==> src/rtl/serial_frame_tx_pkg.sv <==
package serial_frame_tx_pkg;
    localparam int DATA_W  = 8;
    localparam int MIN_LEN = 5;
    localparam int LEN_W   = $clog2(DATA_W - MIN_LEN + 1);
    localparam int IDX_W   = $clog2(DATA_W);

    typedef enum logic [2:0] {
        ST_IDLE, ST_WAIT, ST_START, ST_DATA, ST_PAR, ST_STOP
    } tx_state_e;

    typedef struct packed {
        tx_state_e          st;
        logic [DATA_W-1:0]  shreg;
        logic [IDX_W-1:0]   idx;
        logic [IDX_W-1:0]   last;
        logic               par_en;
        logic               par_bit;
        logic               two_stop;
        logic               tx;
        logic               busy;
    } tx_regs_t;
endpackage

==> src/rtl/sft_len_decode.sv <==
module sft_len_decode
    import serial_frame_tx_pkg::*;
(
    input  logic [LEN_W-1:0] len_code_i,
    output logic [IDX_W-1:0] last_idx_o
);
    localparam int BASE = MIN_LEN - 1;
    always_comb begin
        last_idx_o = IDX_W'(BASE) + IDX_W'(len_code_i);
    end
endmodule

==> src/rtl/sft_parity.sv <==
module sft_parity
    import serial_frame_tx_pkg::*;
(
    input  logic [DATA_W-1:0] data_i,
    input  logic [IDX_W-1:0]  last_idx_i,
    input  logic              odd_i,
    output logic              par_o
);
    logic [DATA_W-1:0] kept;
    for (genvar g = 0; g < DATA_W; g++) begin : g_mask
        assign kept[g] = data_i[g] & (IDX_W'(g) <= last_idx_i);
    end
    assign par_o = (^kept) ^ odd_i;
endmodule

==> src/rtl/serial_frame_tx.sv <==
module serial_frame_tx
    import serial_frame_tx_pkg::*;
(
    input  logic              clk,
    input  logic              rst_n,
    input  logic              en_i,
    input  logic              tx_en_i,
    input  logic              bit_tick_i,
    input  logic [LEN_W-1:0]  cfg_len_i,
    input  logic              cfg_par_en_i,
    input  logic              cfg_par_odd_i,
    input  logic              cfg_two_stop_i,
    input  logic              in_valid_i,
    input  logic [DATA_W-1:0] in_data_i,
    output logic              in_ready_o,
    output logic              tx_o,
    output logic              busy_o
);
    tx_regs_t         r_d, r_q;
    logic [IDX_W-1:0] last_new;
    logic             par_new;

    sft_len_decode u_len (
        .len_code_i (cfg_len_i),
        .last_idx_o (last_new)
    );

    sft_parity u_par (
        .data_i     (in_data_i),
        .last_idx_i (last_new),
        .odd_i      (cfg_par_odd_i),
        .par_o      (par_new)
    );

    assign in_ready_o = (r_q.st == ST_IDLE) && en_i && tx_en_i;
    assign tx_o       = r_q.tx;
    assign busy_o     = r_q.busy;

    always_comb begin
        r_d = r_q;
        unique case (r_q.st)
            ST_IDLE: begin
                r_d.tx   = 1'b1;
                r_d.busy = 1'b0;
                if (in_valid_i && in_ready_o) begin
                    r_d.st       = ST_WAIT;
                    r_d.shreg    = in_data_i;
                    r_d.last     = last_new;
                    r_d.par_en   = cfg_par_en_i;
                    r_d.par_bit  = par_new;
                    r_d.two_stop = cfg_two_stop_i;
                end
            end
            ST_WAIT: begin
                if (bit_tick_i) begin
                    r_d.st   = ST_START;
                    r_d.tx   = 1'b0;
                    r_d.busy = 1'b1;
                end
            end
            ST_START: begin
                if (bit_tick_i) begin
                    r_d.st    = ST_DATA;
                    r_d.tx    = r_q.shreg[0];
                    r_d.shreg = r_q.shreg >> 1;
                    r_d.idx   = '0;
                end
            end
            ST_DATA: begin
                if (bit_tick_i) begin
                    if (r_q.idx == r_q.last) begin
                        if (r_q.par_en) begin
                            r_d.st = ST_PAR;
                            r_d.tx = r_q.par_bit;
                        end else begin
                            r_d.st = ST_STOP;
                            r_d.tx = 1'b1;
                        end
                    end else begin
                        r_d.idx   = r_q.idx + 1'b1;
                        r_d.tx    = r_q.shreg[0];
                        r_d.shreg = r_q.shreg >> 1;
                    end
                end
            end
            ST_PAR: begin
                if (bit_tick_i) begin
                    r_d.st = ST_STOP;
                    r_d.tx = 1'b1;
                end
            end
            ST_STOP: begin
                if (bit_tick_i) begin
                    if (r_q.two_stop) begin
                        r_d.two_stop = 1'b0;
                    end else begin
                        r_d.st   = ST_IDLE;
                        r_d.busy = 1'b0;
                    end
                end
            end
            default: begin
                r_d.st   = ST_IDLE;
                r_d.tx   = 1'b1;
                r_d.busy = 1'b0;
            end
        endcase
    end

    always_ff @(posedge clk or negedge rst_n) begin
        if (!rst_n) begin
            r_q          <= '0;
            r_q.st       <= ST_IDLE;
            r_q.tx       <= 1'b1;
        end else begin
            r_q <= r_d;
        end
    end
endmodule

==> config.mk <==
export PLATFORM = sky130hd
export DESIGN_NAME = serial_frame_tx
export DESIGN_NICKNAME = d
export VERILOG_FILES = /design/src/rtl/serial_frame_tx_pkg.sv /design/src/rtl/sft_len_decode.sv /design/src/rtl/sft_parity.sv /design/src/rtl/serial_frame_tx.sv
export SDC_FILE = /design/constraint.sdc
export NUM_CORES = 1
export LEC_CHECK = 0
export BUFFER_PORTS_ARGS = -buffer_cell sky130_fd_sc_hd__buf_4
export CAP_MARGIN = 20
export CORE_MARGIN = 4
export CORE_UTILIZATION = 51
export CTS_BUF_LIST = sky130_fd_sc_hd__clkbuf_8
export DETAILED_ROUTE_END_ITERATION = 8
export PLACE_DENSITY = 0.84
export RECOVER_POWER = 100
export REMOVE_ABC_BUFFERS = 1
export SYNTH_ARGS = -nofsm -noshare
export SYNTH_HDL_FRONTEND = slang
export SYNTH_SLANG_ARGS = --single-unit
==> constraint.sdc <==
create_clock -name clk -period 1.9 [get_ports clk]
set_clock_uncertainty 0.2 [all_clocks]
set_input_delay 0.19 -clock clk [delete_from_list [all_inputs] [get_ports clk]]
set_output_delay 0.19 -clock clk [all_outputs]
set_load 0.03 [all_outputs]
=== Word-level counts from Yosys, hierarchy flattened ===
Cells that the tools add are included.

* Add/subtract/negate cells: 2
* $mul: 0
* Div/mod/pow operators: 0
* $lt $le $gt $ge: 8
* Eq/ne operators: 15
* Shift-type cells: 0
* Multiplexer cells: 26
* Bitwise operators: 11
* Reductions and logical operators: 16

{| class="wikitable"
|+ Operators with widths
! operator !! count
|-
| two-way mux 14 bit || 2
|-
| case mux 8 bit (3 select lines) || 1
|-
| two-way mux 11 bit || 2
|-
| case mux 3 bit (6 select lines) || 1
|-
| inequality test 2 bit (second input constant) || 8
|-
| two-way mux 3 bit || 5
|-
| <= comparator 3 bit (first input constant) || 4
|-
| two-way mux 1 bit || 10
|-
| AND reduction 5 bit || 2
|-
| AND 1 bit || 8
|-
| AND reduction 4 bit || 2
|-
| AND reduction 8 bit || 1
|-
| XOR reduction 8 bit || 1
|-
| equality test 3 x 2 -> 1 bit (second input constant) || 2
|-
| equality test 3 bit (second input constant) || 2
|-
| <= comparator 1 x 3 -> 1 bit (first input constant) || 2
|-
| <= comparator 2 x 3 -> 1 bit (first input constant) || 2
|-
| case mux 3 bit (2 select lines) || 1
|-
| case mux 1 bit (5 select lines) || 1
|-
| nonzero test 2 bit || 2
|-
| adder 3 x 1 -> 3 bit (second input constant) || 1
|-
| adder 3 x 2 -> 3 bit (first input constant) || 1
|-
| equality test 3 x 1 -> 1 bit (second input constant) || 1
|-
| equality test 3 bit || 1
|-
| other kinds (12) || 15
|}

* Register bits: 22
* Latch bits: 0
* Memory bits (writable): 0
* ROM bits: 0
* Input port bits: 19
* Output and inout port bits: 3
* Logic and storage cells: 87
* Memories kept: 0

=== Longest topological paths before layout ===
Gate-level depths: netlist of run 1.

* Depth after elaboration: 6
* Depth in mapped cells: 6
* Depth with buffers taken out: 4

=== By module ===
A second synthesis of run 1 with hierarchy kept.

* Cell total of the unflattened synthesis: 140
* Area total of the unflattened synthesis: 1383.8 um2

{| class="wikitable"
|+ By module, submodules not included
! module !! instances !! cells each !! area each (um2) !! sequential area each (um2)
|-
| serial_frame_tx || 1 || 115 || 1208.7 || 551.8
|-
| sft_parity || 1 || 21 || 148.9 || 0.0
|-
| sft_len_decode || 1 || 4 || 26.3 || 0.0
|}

=== Worst setup path after synthesis of run 1 ===
Ideal clock, no wire load.

* Path kind: reg-to-reg
* Start: reg r_q[10] (netlist bit)
* End: reg r_q[11] (netlist bit)
* Library setup time: 0.125 ns
* Arrival: 1.732 ns
* Data required time: 1.575 ns
* Setup slack: -0.156 ns
* Stages on the path, launching flop included: 5
* Buffers on the path: 0
* Period minus slack after synthesis: 2.056 ns
* Path through: dfrtp_1 > xor2_1 > o31ai_1 > a2111oi_4 > mux2_2

* Word-level cells in the longest chain between the ends: 3

{| class="wikitable"
|+ RTL lines
! what !! RTL line !! text
|-
| start, declared || serial_frame_tx.sv:19 || <nowiki>tx_regs_t r_d, r_q;</nowiki>
|-
| start signal, assigned || serial_frame_tx.sv:116 || <nowiki>r_q <= r_d;</nowiki>
|-
| equality test 3 bit || serial_frame_tx.sv:71 || <nowiki>if (r_q.idx == r_q.last) begin</nowiki>
|-
| inequality test 2 bit (no source line) || -- ||
|-
| AND reduction 5 bit (no source line) || -- ||
|}

No other way between the ends.
A chain may end at the register's enable or synchronous reset.

=== Worst setup path in the final report of run 1 ===
* Start: reg r_q[8] (netlist bit)
* End: reg r_q[9] (netlist bit)

* Word-level cells in the longest chain between the ends: 4
* Elaborated cells between the ends (all ways): 7
* Those cells by class: 1 x add/sub; 2 x eq/ne; 3 x mux; 1 x reduce/logical

{| class="wikitable"
|+ RTL lines
! what !! RTL line !! text
|-
| adder 3 x 1 -> 3 bit || serial_frame_tx.sv:80 || <nowiki>r_d.idx = r_q.idx + 1'b1;</nowiki>
|-
| two-way mux 11 bit || serial_frame_tx.sv:71 ||
|-
| two-way mux 14 bit || serial_frame_tx.sv:70 || <nowiki>if (bit_tick_i) begin</nowiki>
|-
| case mux 3 bit (2 select lines) || serial_frame_tx.sv:41 || <nowiki>unique case (r_q.st)</nowiki>
|}

Several ways; a longest one is shown, not always the timed one. The select of a mux whose other input is x is not followed.

==> flow_summary.toml, run 1 <==
[status]
outcome = "finished, violations left"
violated_checks = "setup timing"

[critical_path]
crit_fanout = 3
crit_path_start_kind = "flop"
critical_path_endpoint = "r_q[9]$_DFFE_PN0P_"
category_of_the_worst_setup_path_capture_point = "flop"
criticalPathCategory = "flop to flop"
start_point_of_the_critical_path = "r_q[8]$_DFFE_PN0P_"
worst-endpoint-arrival_ns = 1.89
worstRegToRegCells = 6
timing.rr.start = "r_q[8]$_DFFE_PN0P_"
reg2reg_setup_slack_ns = -0.03
critical_path_required_ns = 1.86
capture_point_of_the_worst_reg_to_reg_path = "r_q[9]$_DFFE_PN0P_"

[synthesis]
ys_seq_elements = 22
share_of_flip_flops_with_an_asynchronous_set_or_reset_after_synthesis = 1.00
synth.top_cell.area_share = 0.392
synth_cells = 139
synth.lib_cells_used.distinct = 37
yosys_warnings = 0
ys_dominant_reg_cell = "sky130_fd_sc_hd__dfrtp_1"
post_synth_most_frequent_cells = "sky130_fd_sc_hd__nand2_1, sky130_fd_sc_hd__dfrtp_1, sky130_fd_sc_hd__mux2_2"
netlist.top_cell.by_area = "sky130_fd_sc_hd__dfrtp_1"
synth_enable_flop_cells = 0
cell_with_the_most_instances_after_synthesis = "sky130_fd_sc_hd__nand2_1"
netlist_area_sq_um = 1340
post_synth.cell_area_avg_sq_um = 9.64
seq_area_frac_synth = 0.412
synth.area.top_cells = "sky130_fd_sc_hd__dfrtp_1, sky130_fd_sc_hd__mux2_2, sky130_fd_sc_hd__nand2_1"

[pwr]
p_sw_frac = 0.377
clock_power_share = 0.143
seq_power_share = 0.275
pwr-share-comb = 0.582
power.ir.vdd_worst_mv = 1.13
static-leakage-power_uw = 0.000868
power-per-cell-area_nw_per_um2 = 1680
cell_internal_pwr_uw = 1920
netSwitchingPower_uw = 1160

[clocking]
cts_buffer_depth = 2
cts_tree = "yes"
cts_inserted_buffers = 3
worst_skew_pair.late_latency_ns = 0.26
clock_tree.htree_level_count = 1
clk_pin_slew_worst_paths_ns = 0.08
ctsRootBufferMaster = "sky130_fd_sc_hd__clkbuf_8"
cts.sinks = 22

[grt]
gr-usage-all-layers = 0.202
number_of_global_route_vias_before_repair = 1212
antenna_found_initial = 0
grt_first_pass_wirelength_mm = 5.34
grt_max_degree = 23
grt.overflow.total = 0

[die]
die_width_microns = 59.3
die_area_sq_um = 3510
rows = 18
core_area_sq_um = 2500
fp.dieH_microns = 59.3
io-pin-count = 22
initial_cell_density_of_the_core = 0.536

[cells_and_area]
drive_gt1_frac = 0.363
nFillCells = 178
final_design_area_excluding_fillers_sq_um = 1830
fin_nets = 203
final_util = 0.731
insertedDiodeCount = 0
stdcell_count = 212
syn2layout_area_growth_pct = 36.4

[place]
dp_hpwl_mm = 2.16
port_buffers = 21
placedInstanceArea_sq_um = 1640
globalplace.congestion = 0.751
dp_cells = 200

[timing]
totalNegativeSetupSlack_ns = -0.220
rsz0062_at_grt = "yes"
fmax_mhz = 518
setup_viol = 11
hold_viol = 0
max_slew_margin = 0.215
setup_slack_ns = -0.0321
final_max_slew_viol_count = 0
finalCritPeriodShare = 1.02
slew_at_the_pin_closest_to_its_max_slew_limit_ns = 1.18
period_minus_slack_ns = 1.93

[route]
postRouteAntennaNets = 0
detailed_route_wl_mm = 3.18
wire_per_inst_microns = 15.0
firstDrtPassIters = 4
remaining_drc_errors = 0
drt_iter0_markers = 39
avgViaCountPerCell = 5.56
num_vias = 1178

[hold_path]
worst_hold_check_path_type = "input port to flop"

[job]
drv.max_cap_violation_count = 0
worst min path at each step:
stage / start / to / slack (ns) / cells after the start
after floorplan: rst_n / busy_o$_DFFE_PN0P_ / -0.31 / 0
after global placement: rst_n / r_q[10]$_DFFE_PN0P_ / -0.11 / 1
after detailed placement: rst_n / r_q[21]$_DFFE_PN0P_ / -0.11 / 1
after CTS: in_data_i[5] / r_q[16]$_DFFE_PN0P_ / 0.06 / 4
after global routing: bit_tick_i / r_q[21]$_DFFE_PN0P_ / 0.09 / 2
final: in_data_i[5] / r_q[16]$_DFFE_PN0P_ / 0.06 / 4
final cells by class:
cell class              instances  area, sq um  share of cell area
inverters                       4         15.0             0.00821
clock inverters                 1         30.0              0.0164
multi-input cells             105          793               0.434
flip-flops and latches         22          552               0.302
well taps                      30         37.5              0.0205
clock buffers                   3         41.3              0.0226
repair buffers                 47          359               0.196
routing by layer:
layer	track usage	part of all wire	vias up
met4	0.0939	0.021	0
li1	-	-	572
met5	0	0	-
met3	0.0174	0.039	6
met2	0.351	0.50	31
met1	0.251	0.44	569
placed cells by master, fill, tap and decap left out, types with 4 or more instances in the layout:
cell                            Yosys  routed
sky130_fd_sc_hd__inv_1              4       4
sky130_fd_sc_hd__dlygate4sd3_1      0       6
sky130_fd_sc_hd__a21oi_1            5       5
sky130_fd_sc_hd__buf_4              0      33
sky130_fd_sc_hd__mux2_2            13      12
sky130_fd_sc_hd__dfrtp_1           21      21
sky130_fd_sc_hd__nor2_1             8       8
sky130_fd_sc_hd__o21ai_0            6       6
sky130_fd_sc_hd__xnor2_1            4       4
sky130_fd_sc_hd__nor2b_1            4       4
sky130_fd_sc_hd__nand2_1           26      26
critical path, stage by stage (launching register included):
cell                      delay, ns
sky130_fd_sc_hd__dfrtp_1       0.42
sky130_fd_sc_hd__xor2_2        0.19
sky130_fd_sc_hd__buf_4         0.16
sky130_fd_sc_hd__nor3_2        0.19
sky130_fd_sc_hd__buf_4         0.16
sky130_fd_sc_hd__mux2_2        0.33
sky130_fd_sc_hd__a22o_1        0.18
cells by family (layout without fill, tap and decap cells):
logic type	count (synthesis)	after routing	share of synthesized area
xor gates and xnor gates	9	9	0.0747
and+or+nand+nor	53	53	0.192
muxes	15	15	0.124
AOI/OAI and AO/OA	27	27	0.153
DFF	22	22	0.412
adders and majority gates	1	1	0.00934
buffers and inverters	12	55	0.0345
state kept, by name, indices dropped and copies added, names as in the netlist:
name	cells
busy_o	1
tx_o	1
r_q	20
per-stage QoR:
stage / hold slack (ns) / setup WS, ns / total power (uW)
2_1_floorplan: -0.306 / -0.169 / 1840
3_3_place_gp: -0.111 / -0.0201 / 2380
3_5_place_dp: -0.107 / -0.0361 / 2470
4_1_cts: 0.0611 / -0.00128 / 3050
5_1_grt: 0.0950 / -0.105 / 3310
6_report: 0.0615 / -0.0321 / 3080
what timing repair did:
action	CTS	global route
hold buffers	6	0
pin swaps	2	0
setup buffers	1	1
hold endpoints to repair	27	0
endpoints found under the setup margin	14	13
resized for setup	8	4
power by group through the flow:
| stage | clock network [uW] | registers, uW | logic [uW] |
|---|---|---|---|
| final | 440 | 846 | 1790 |
| after detailed placement | 0 | 839 | 1630 |
| after global placement | 0 | 820 | 1560 |
| after global routing | 461 | 874 | 1980 |
| after floorplan | 0 | 921 | 919 |
| after CTS | 441 | 841 | 1760 |
Power figures use the tool's default switching activity.
==> run 2, diff against run 1 <==
--- a/config.mk
+++ b/config.mk
@@ -5,13 +5,13 @@
 export SDC_FILE = /design/constraint.sdc
 export NUM_CORES = 1
 export LEC_CHECK = 0
-export BUFFER_PORTS_ARGS = -buffer_cell sky130_fd_sc_hd__buf_4
 export CAP_MARGIN = 20
 export CORE_MARGIN = 4
 export CORE_UTILIZATION = 51
 export CTS_BUF_LIST = sky130_fd_sc_hd__clkbuf_8
 export DETAILED_ROUTE_END_ITERATION = 8
-export PLACE_DENSITY = 0.84
+export DONT_BUFFER_PORTS = 1
+export PLACE_DENSITY = 0.77
 export RECOVER_POWER = 100
 export REMOVE_ABC_BUFFERS = 1
 export SYNTH_ARGS = -nofsm -noshare
==> run 2 against run 1 <==
Compared with the run above: sequential cell count is the same; first-iteration DRC count rose by 64%; the run ends with hold timing, setup timing left; clock power is essentially flat; non-clock buffer count shrank 10; total power rose by 6.9%; die area unchanged; largest power group unchanged; cell count decreased by 4.7%; fmax decreased by 0.25%; global-route usage up 0.20 points; combinational power rose by 10%; worst setup slack lost 0.0049 ns; critical path depth fell by 1.
==> flow_summary.toml, run 2 (synthesis results as in run 1) <==
[status]
outcome = "finished, violations left"
violated_checks = "hold timing, setup timing"

[clocking]
worst_skew_pair.late_latency_ns = 0.27
clock_tree.htree_level_count = 1
cts.sinks = 22
ctsRootBufferMaster = "sky130_fd_sc_hd__clkbuf_8"
cts_buffer_depth = 2
clk_pin_slew_worst_paths_ns = 0.08
cts_tree = "yes"
cts_inserted_buffers = 3

[pwr]
power.ir.vdd_worst_mv = 1.17
static-leakage-power_uw = 0.000843
power-per-cell-area_nw_per_um2 = 1780
totalPowerFinal_uw = 3290

[timing]
totalNegativeSetupSlack_ns = -0.0914
final_max_slew_viol_count = 0
period_minus_slack_ns = 1.94
hold_ws_ns = -0.000634
rsz0062_at_grt = "yes"
slew_at_the_pin_closest_to_its_max_slew_limit_ns = 1.04
fmax_mhz = 516
max_slew_margin = 0.306
setup_slack_ns = -0.0370
hold_viol = 2
setup_viol = 5
finalCritPeriodShare = 1.02

[grt]
antenna_found_initial = 0
number_of_global_route_vias_before_repair = 1202
grt_max_degree = 23
gr-usage-all-layers = 0.204
grt_first_pass_wirelength_mm = 5.38
grt.overflow.total = 0

[job]
drv.max_cap_violation_count = 0

[critical_path]
crit_path_start_kind = "flop"
worst-endpoint-arrival_ns = 1.89
crit_fanout = 3
critical_path_required_ns = 1.85
category_of_the_worst_setup_path_capture_point = "flop"
criticalPathCategory = "flop to flop"
worstRegToRegCells = 5

[place]
dp_hpwl_mm = 2.06
detailedPlace.worstSlack_ns = -0.148
globalplace.congestion = 0.820
port_buffers = 0

[route]
wire_per_inst_microns = 17.2
met3_wirelength_microns = 153
routedLengthMet1_mm = 1.51
remaining_drc_errors = 0
detailed_route_wl_mm = 3.47
highest_layer = "met4"
wl_met2_mm = 1.74
num_vias = 1142
drt_iter0_markers = 64
avgViaCountPerCell = 5.65
postRouteAntennaNets = 0
firstDrtPassIters = 4

[die]
die_area_sq_um = 3510
rows = 18
die_width_microns = 59.3
io-pin-count = 22
fp.dieH_microns = 59.3
core_area_sq_um = 2500
initial_cell_density_of_the_core = 0.536

[cells_and_area]
syn2layout_area_growth_pct = 38.1
fin_nets = 193
mostFrequentLayoutCell = "sky130_fd_sc_hd__nand2_1"
insertedDiodeCount = 0
registers.top_by_ff_count = "r_q"
largest_register_ffs = 20
final_util = 0.740
drive_gt1_frac = 0.314
layout_common_cells = "sky130_fd_sc_hd__nand2_1, sky130_fd_sc_hd__dfrtp_1, sky130_fd_sc_hd__buf_4"

[hold_path]
worst_hold_check_path_type = "input port to asynchronous set/reset pin"
[run 2: changes by cell type in the layout (fill, tap and decap cells not counted), sizes merged]
cell / previous run / this run
buf: 35 / 20
dlygate4sd3: 6 / 14
clkbuf: 9 / 6
[run 2: final cells by class]
type / instances / area [sq um]
inverter: 4 / 15.0
clock inverter: 1 / 30.0
multi-input combinational: 105 / 861
tap: 30 / 37.5
timing repair buffer: 37 / 314
fill: 178 / 649
clock buffer: 3 / 41.3
sequential: 22 / 552
[run 2: critical path, stage by stage (launching register included)]
cell,delay (ns)
sky130_fd_sc_hd__dfrtp_1,0.42
sky130_fd_sc_hd__xor2_2,0.20
sky130_fd_sc_hd__buf_4,0.18
sky130_fd_sc_hd__nor3_4,0.30
sky130_fd_sc_hd__mux2_4,0.34
sky130_fd_sc_hd__a22o_1,0.19
[run 2: timing repair]
item                                    CTS  global route
hold endpoints to repair                 37             0
setup buffers                             3             1
endpoints found under the setup margin   15            12
pin swaps                                 6             2
hold buffers                             14             0
resized for setup                         8            16
cloned                                    0             0
[run 2: stage by stage]
stage,instances,cell area (sq um)
3_3_place_gp,180,1490
2_1_floorplan,131,1310
4_1_cts,201,1770
3_5_place_dp,180,1490
6_report,202,1850
5_1_grt,202,1850
[run 2: worst paths after layout]
kind / from / slack (ns) / to
hold / removal: rst_n / -0.0006 / r_q[21]$_DFFE_PN0P_
setup reg to reg: r_q[6]$_DFFE_PN0P_ / -0.04 / r_q[8]$_DFFE_PN0P_
max in group asynchronous: rst_n / 0.28 / r_q[10]$_DFFE_PN0P_
hold reg to reg: r_q[3]$_DFFE_PN0P_ / 0.29 / r_q[3]$_DFFE_PN0P_
min in group clk: bit_tick_i / 0.02 / r_q[19]$_DFFE_PN0P_
setup / recovery: r_q[6]$_DFFE_PN0P_ / -0.04 / r_q[8]$_DFFE_PN0P_
[run 2: layer usage]
metal	vias to the layer above	global-route usage
li1	548	-
met1	556	0.268
met2	32	0.348
met3	6	0.0283
met4	0	0.0583
met5	-	0
[run 2: power by group]
group	leakage [uW]	switching (uW)	internal, uW
Sequential	0.000268	181	698
Combinational	0.000539	955	1020
Clock	0.0000357	157	282
==> run 3, diff against run 2 <==
--- a/config.mk
+++ b/config.mk
@@ -5,13 +5,13 @@
 export SDC_FILE = /design/constraint.sdc
 export NUM_CORES = 1
 export LEC_CHECK = 0
-export CAP_MARGIN = 20
+export CAP_MARGIN = 15
 export CORE_MARGIN = 4
-export CORE_UTILIZATION = 51
+export CORE_UTILIZATION = 50
 export CTS_BUF_LIST = sky130_fd_sc_hd__clkbuf_8
 export DETAILED_ROUTE_END_ITERATION = 8
 export DONT_BUFFER_PORTS = 1
-export PLACE_DENSITY = 0.77
+export PLACE_DENSITY = 0.76
 export RECOVER_POWER = 100
 export REMOVE_ABC_BUFFERS = 1
 export SYNTH_ARGS = -nofsm -noshare
==> run 3 against run 2 <==
Compared with the run above: the run ends with setup timing left; critical endpoint is now r_q[9]$_DFFE_PN0P_; critical path depth stayed put; combinational power hardly changed; clock-buffer cell count stayed put; sequential power is 0.5% lower; hold slack better by 0.019 ns; non-clock buffer count is 5 lower.
==> flow_summary.toml, run 3 (synthesis results as in run 1) <==
[critical_path]
crit_buf_inv = 1
critical_path_required_ns = 1.85
timing.rr.start = "r_q[5]$_DFFE_PN0P_"
crit_path_start_kind = "flop"
capture_point_of_the_worst_reg_to_reg_path = "r_q[9]$_DFFE_PN0P_"
cp_top_family = "flip-flops"
worst-endpoint-arrival_ns = 1.91
start_point_of_the_critical_path = "r_q[5]$_DFFE_PN0P_"
worstRegToRegCells = 5
crit_fanout = 3
criticalPathCategory = "flop to flop"
category_of_the_worst_setup_path_capture_point = "flop"
worst_path_largest_cell_delay_ns = 0.41
worst_path_max_delay_cell = "sky130_fd_sc_hd__dfrtp_1"
reg2reg_setup_slack_ns = -0.05
worstPathCellList = "xor2_2 > buf_4 > nor3_4 > mux2_4 > a22o_1"

[timing]
period_minus_slack_ns = 1.95
hold_viol = 0
rsz0062_at_grt = "yes"
finalCritPeriodShare = 1.03
slew_at_the_pin_closest_to_its_max_slew_limit_ns = 0.982
final_max_slew_viol_count = 0
setup_slack_ns = -0.0542
totalNegativeSetupSlack_ns = -0.343
max_slew_margin = 0.343
fmax_mhz = 512
setup_viol = 13

[cells_and_area]
insertedDiodeCount = 0
registers.top_by_ff_count = "r_q"
mostFrequentLayoutCell = "sky130_fd_sc_hd__nand2_1"
layout_common_cells = "sky130_fd_sc_hd__nand2_1, sky130_fd_sc_hd__dfrtp_1, sky130_fd_sc_hd__dlygate4sd3_1, sky130_fd_sc_hd__buf_4, sky130_fd_sc_hd__mux2_4"
syn2layout_area_growth_pct = 34.3
largest_register_ffs = 20
fin_nets = 188
drive_gt1_frac = 0.275

[route]
detailed_route_wl_mm = 3.43
num_vias = 1166
remaining_drc_errors = 0
firstDrtPassIters = 4
avgViaCountPerCell = 5.92
wire_per_inst_microns = 17.4
postRouteAntennaNets = 0
drt_iter0_markers = 28

[grt]
number_of_global_route_vias_before_repair = 1215
grt_max_degree = 23
antenna_found_initial = 0
grt.overflow.total = 0
grt_first_pass_wirelength_mm = 5.60
gr-usage-all-layers = 0.210

[hold_path]
hold_path_depth = 3
hold-path-endpoint = "r_q[19]$_DFFE_PN0P_"
worst_hold_check_path_type = "input port to flop"
holdCritStartpoint = "bit_tick_i"

[die]
core_area_sq_um = 2520
die_area_sq_um = 3570
fp.dieH_microns = 59.8
die_width_microns = 59.8
initial_cell_density_of_the_core = 0.531
rows = 18
io-pin-count = 22

[place]
port_buffers = 0
globalplace.congestion = 0.757
dp_hpwl_mm = 2.15

[clocking]
clk_pin_slew_worst_paths_ns = 0.08
worst_skew_pair.late_latency_ns = 0.26
cts_buffer_depth = 2
clock_tree.htree_level_count = 1
cts.sinks = 22
ctsRootBufferMaster = "sky130_fd_sc_hd__clkbuf_8"
cts_tree = "yes"
cts_inserted_buffers = 3

[pwr]
power.ir.vdd_worst_mv = 1.22
power-per-cell-area_nw_per_um2 = 1830
static-leakage-power_uw = 0.000840
totalPowerFinal_uw = 3300

[status]
outcome = "finished, violations left"
violated_checks = "setup timing"

[job]
drv.max_cap_violation_count = 0
## run 3: timing repair
item / 4_1_cts / 5_1_grt
setup endpoints to repair: 16 / 13
endpoints found under the hold margin: 37 / 0
gates resized for setup: 19 / 5
hold buffers: 14 / 0
pin swaps: 5 / 2
setup buffers: 2 / 1
## run 3: area by class of cell
class,count,area [sq um]
Clock inverter,1,30.0
Fill cell,172,723
Tap cell,30,37.5
Inverter,4,15.0
Clock buffer,3,41.3
Timing Repair Buffer,32,277
Multi-Input combinational cell,105,847
Sequential cell,22,552
## run 3: worst reg2reg max path: cells and delay by family, from the launching register on
kind,cells,cell delay (ns)
AND/OR/NAND/NOR,1,0.33
buffers and inverters,1,0.18
XOR/XNOR,1,0.21
AO/OA/AOI/OAI,1,0.18
multiplexers,1,0.34
flip-flops,1,0.41
## run 3: power breakdown
part	leakage (uW)	total, uW	internal, uW	switching, uW
Combinational	0.000536	1980	1030	950
Clock	0.0000357	439	281	157
Sequential	0.000268	876	698	177
Total	0.000840	3300	2010	1280
## run 3: how the worst max path moves through the flow
stage | endpoint | slack, ns | cells after the start
5_1_grt | r_q[11]$_DFFE_PN0P_ | -0.12 | 5
3_3_place_gp | r_q[15]$_DFFE_PN0P_ | -0.13 | 5
4_1_cts | r_q[10]$_DFFE_PN0P_ | -0.006 | 5
6_report | r_q[9]$_DFFE_PN0P_ | -0.05 | 5
3_5_place_dp | r_q[14]$_DFFE_PN0P_ | -0.19 | 5
2_1_floorplan | r_q[11]$_DFFE_PN0P_ | -0.17 | 4
## run 3: metal layers
layer | track usage | vias to the layer above | share of wire
met3 | 0.0562 | 8 | 0.040
met5 | 0 | - | 0
met4 | 0.0601 | 0 | 0.022
met1 | 0.252 | 580 | 0.42
li1 | - | 541 | -
met2 | 0.366 | 37 | 0.52
## run 3: stage by stage
step	hold slack [ns]	instances	instance area [sq um]	worst slack, ns	util
after floorplan	-0.306	131	1310	-0.169	-
after global placement	-0.305	177	1470	-0.129	0.581
after detailed placement	-0.305	177	1470	-0.194	0.581
after CTS	0.0171	196	1780	-0.00559	0.707
after global routing	0.0140	197	1800	-0.118	0.713
final	0.0188	197	1800	-0.0542	0.713
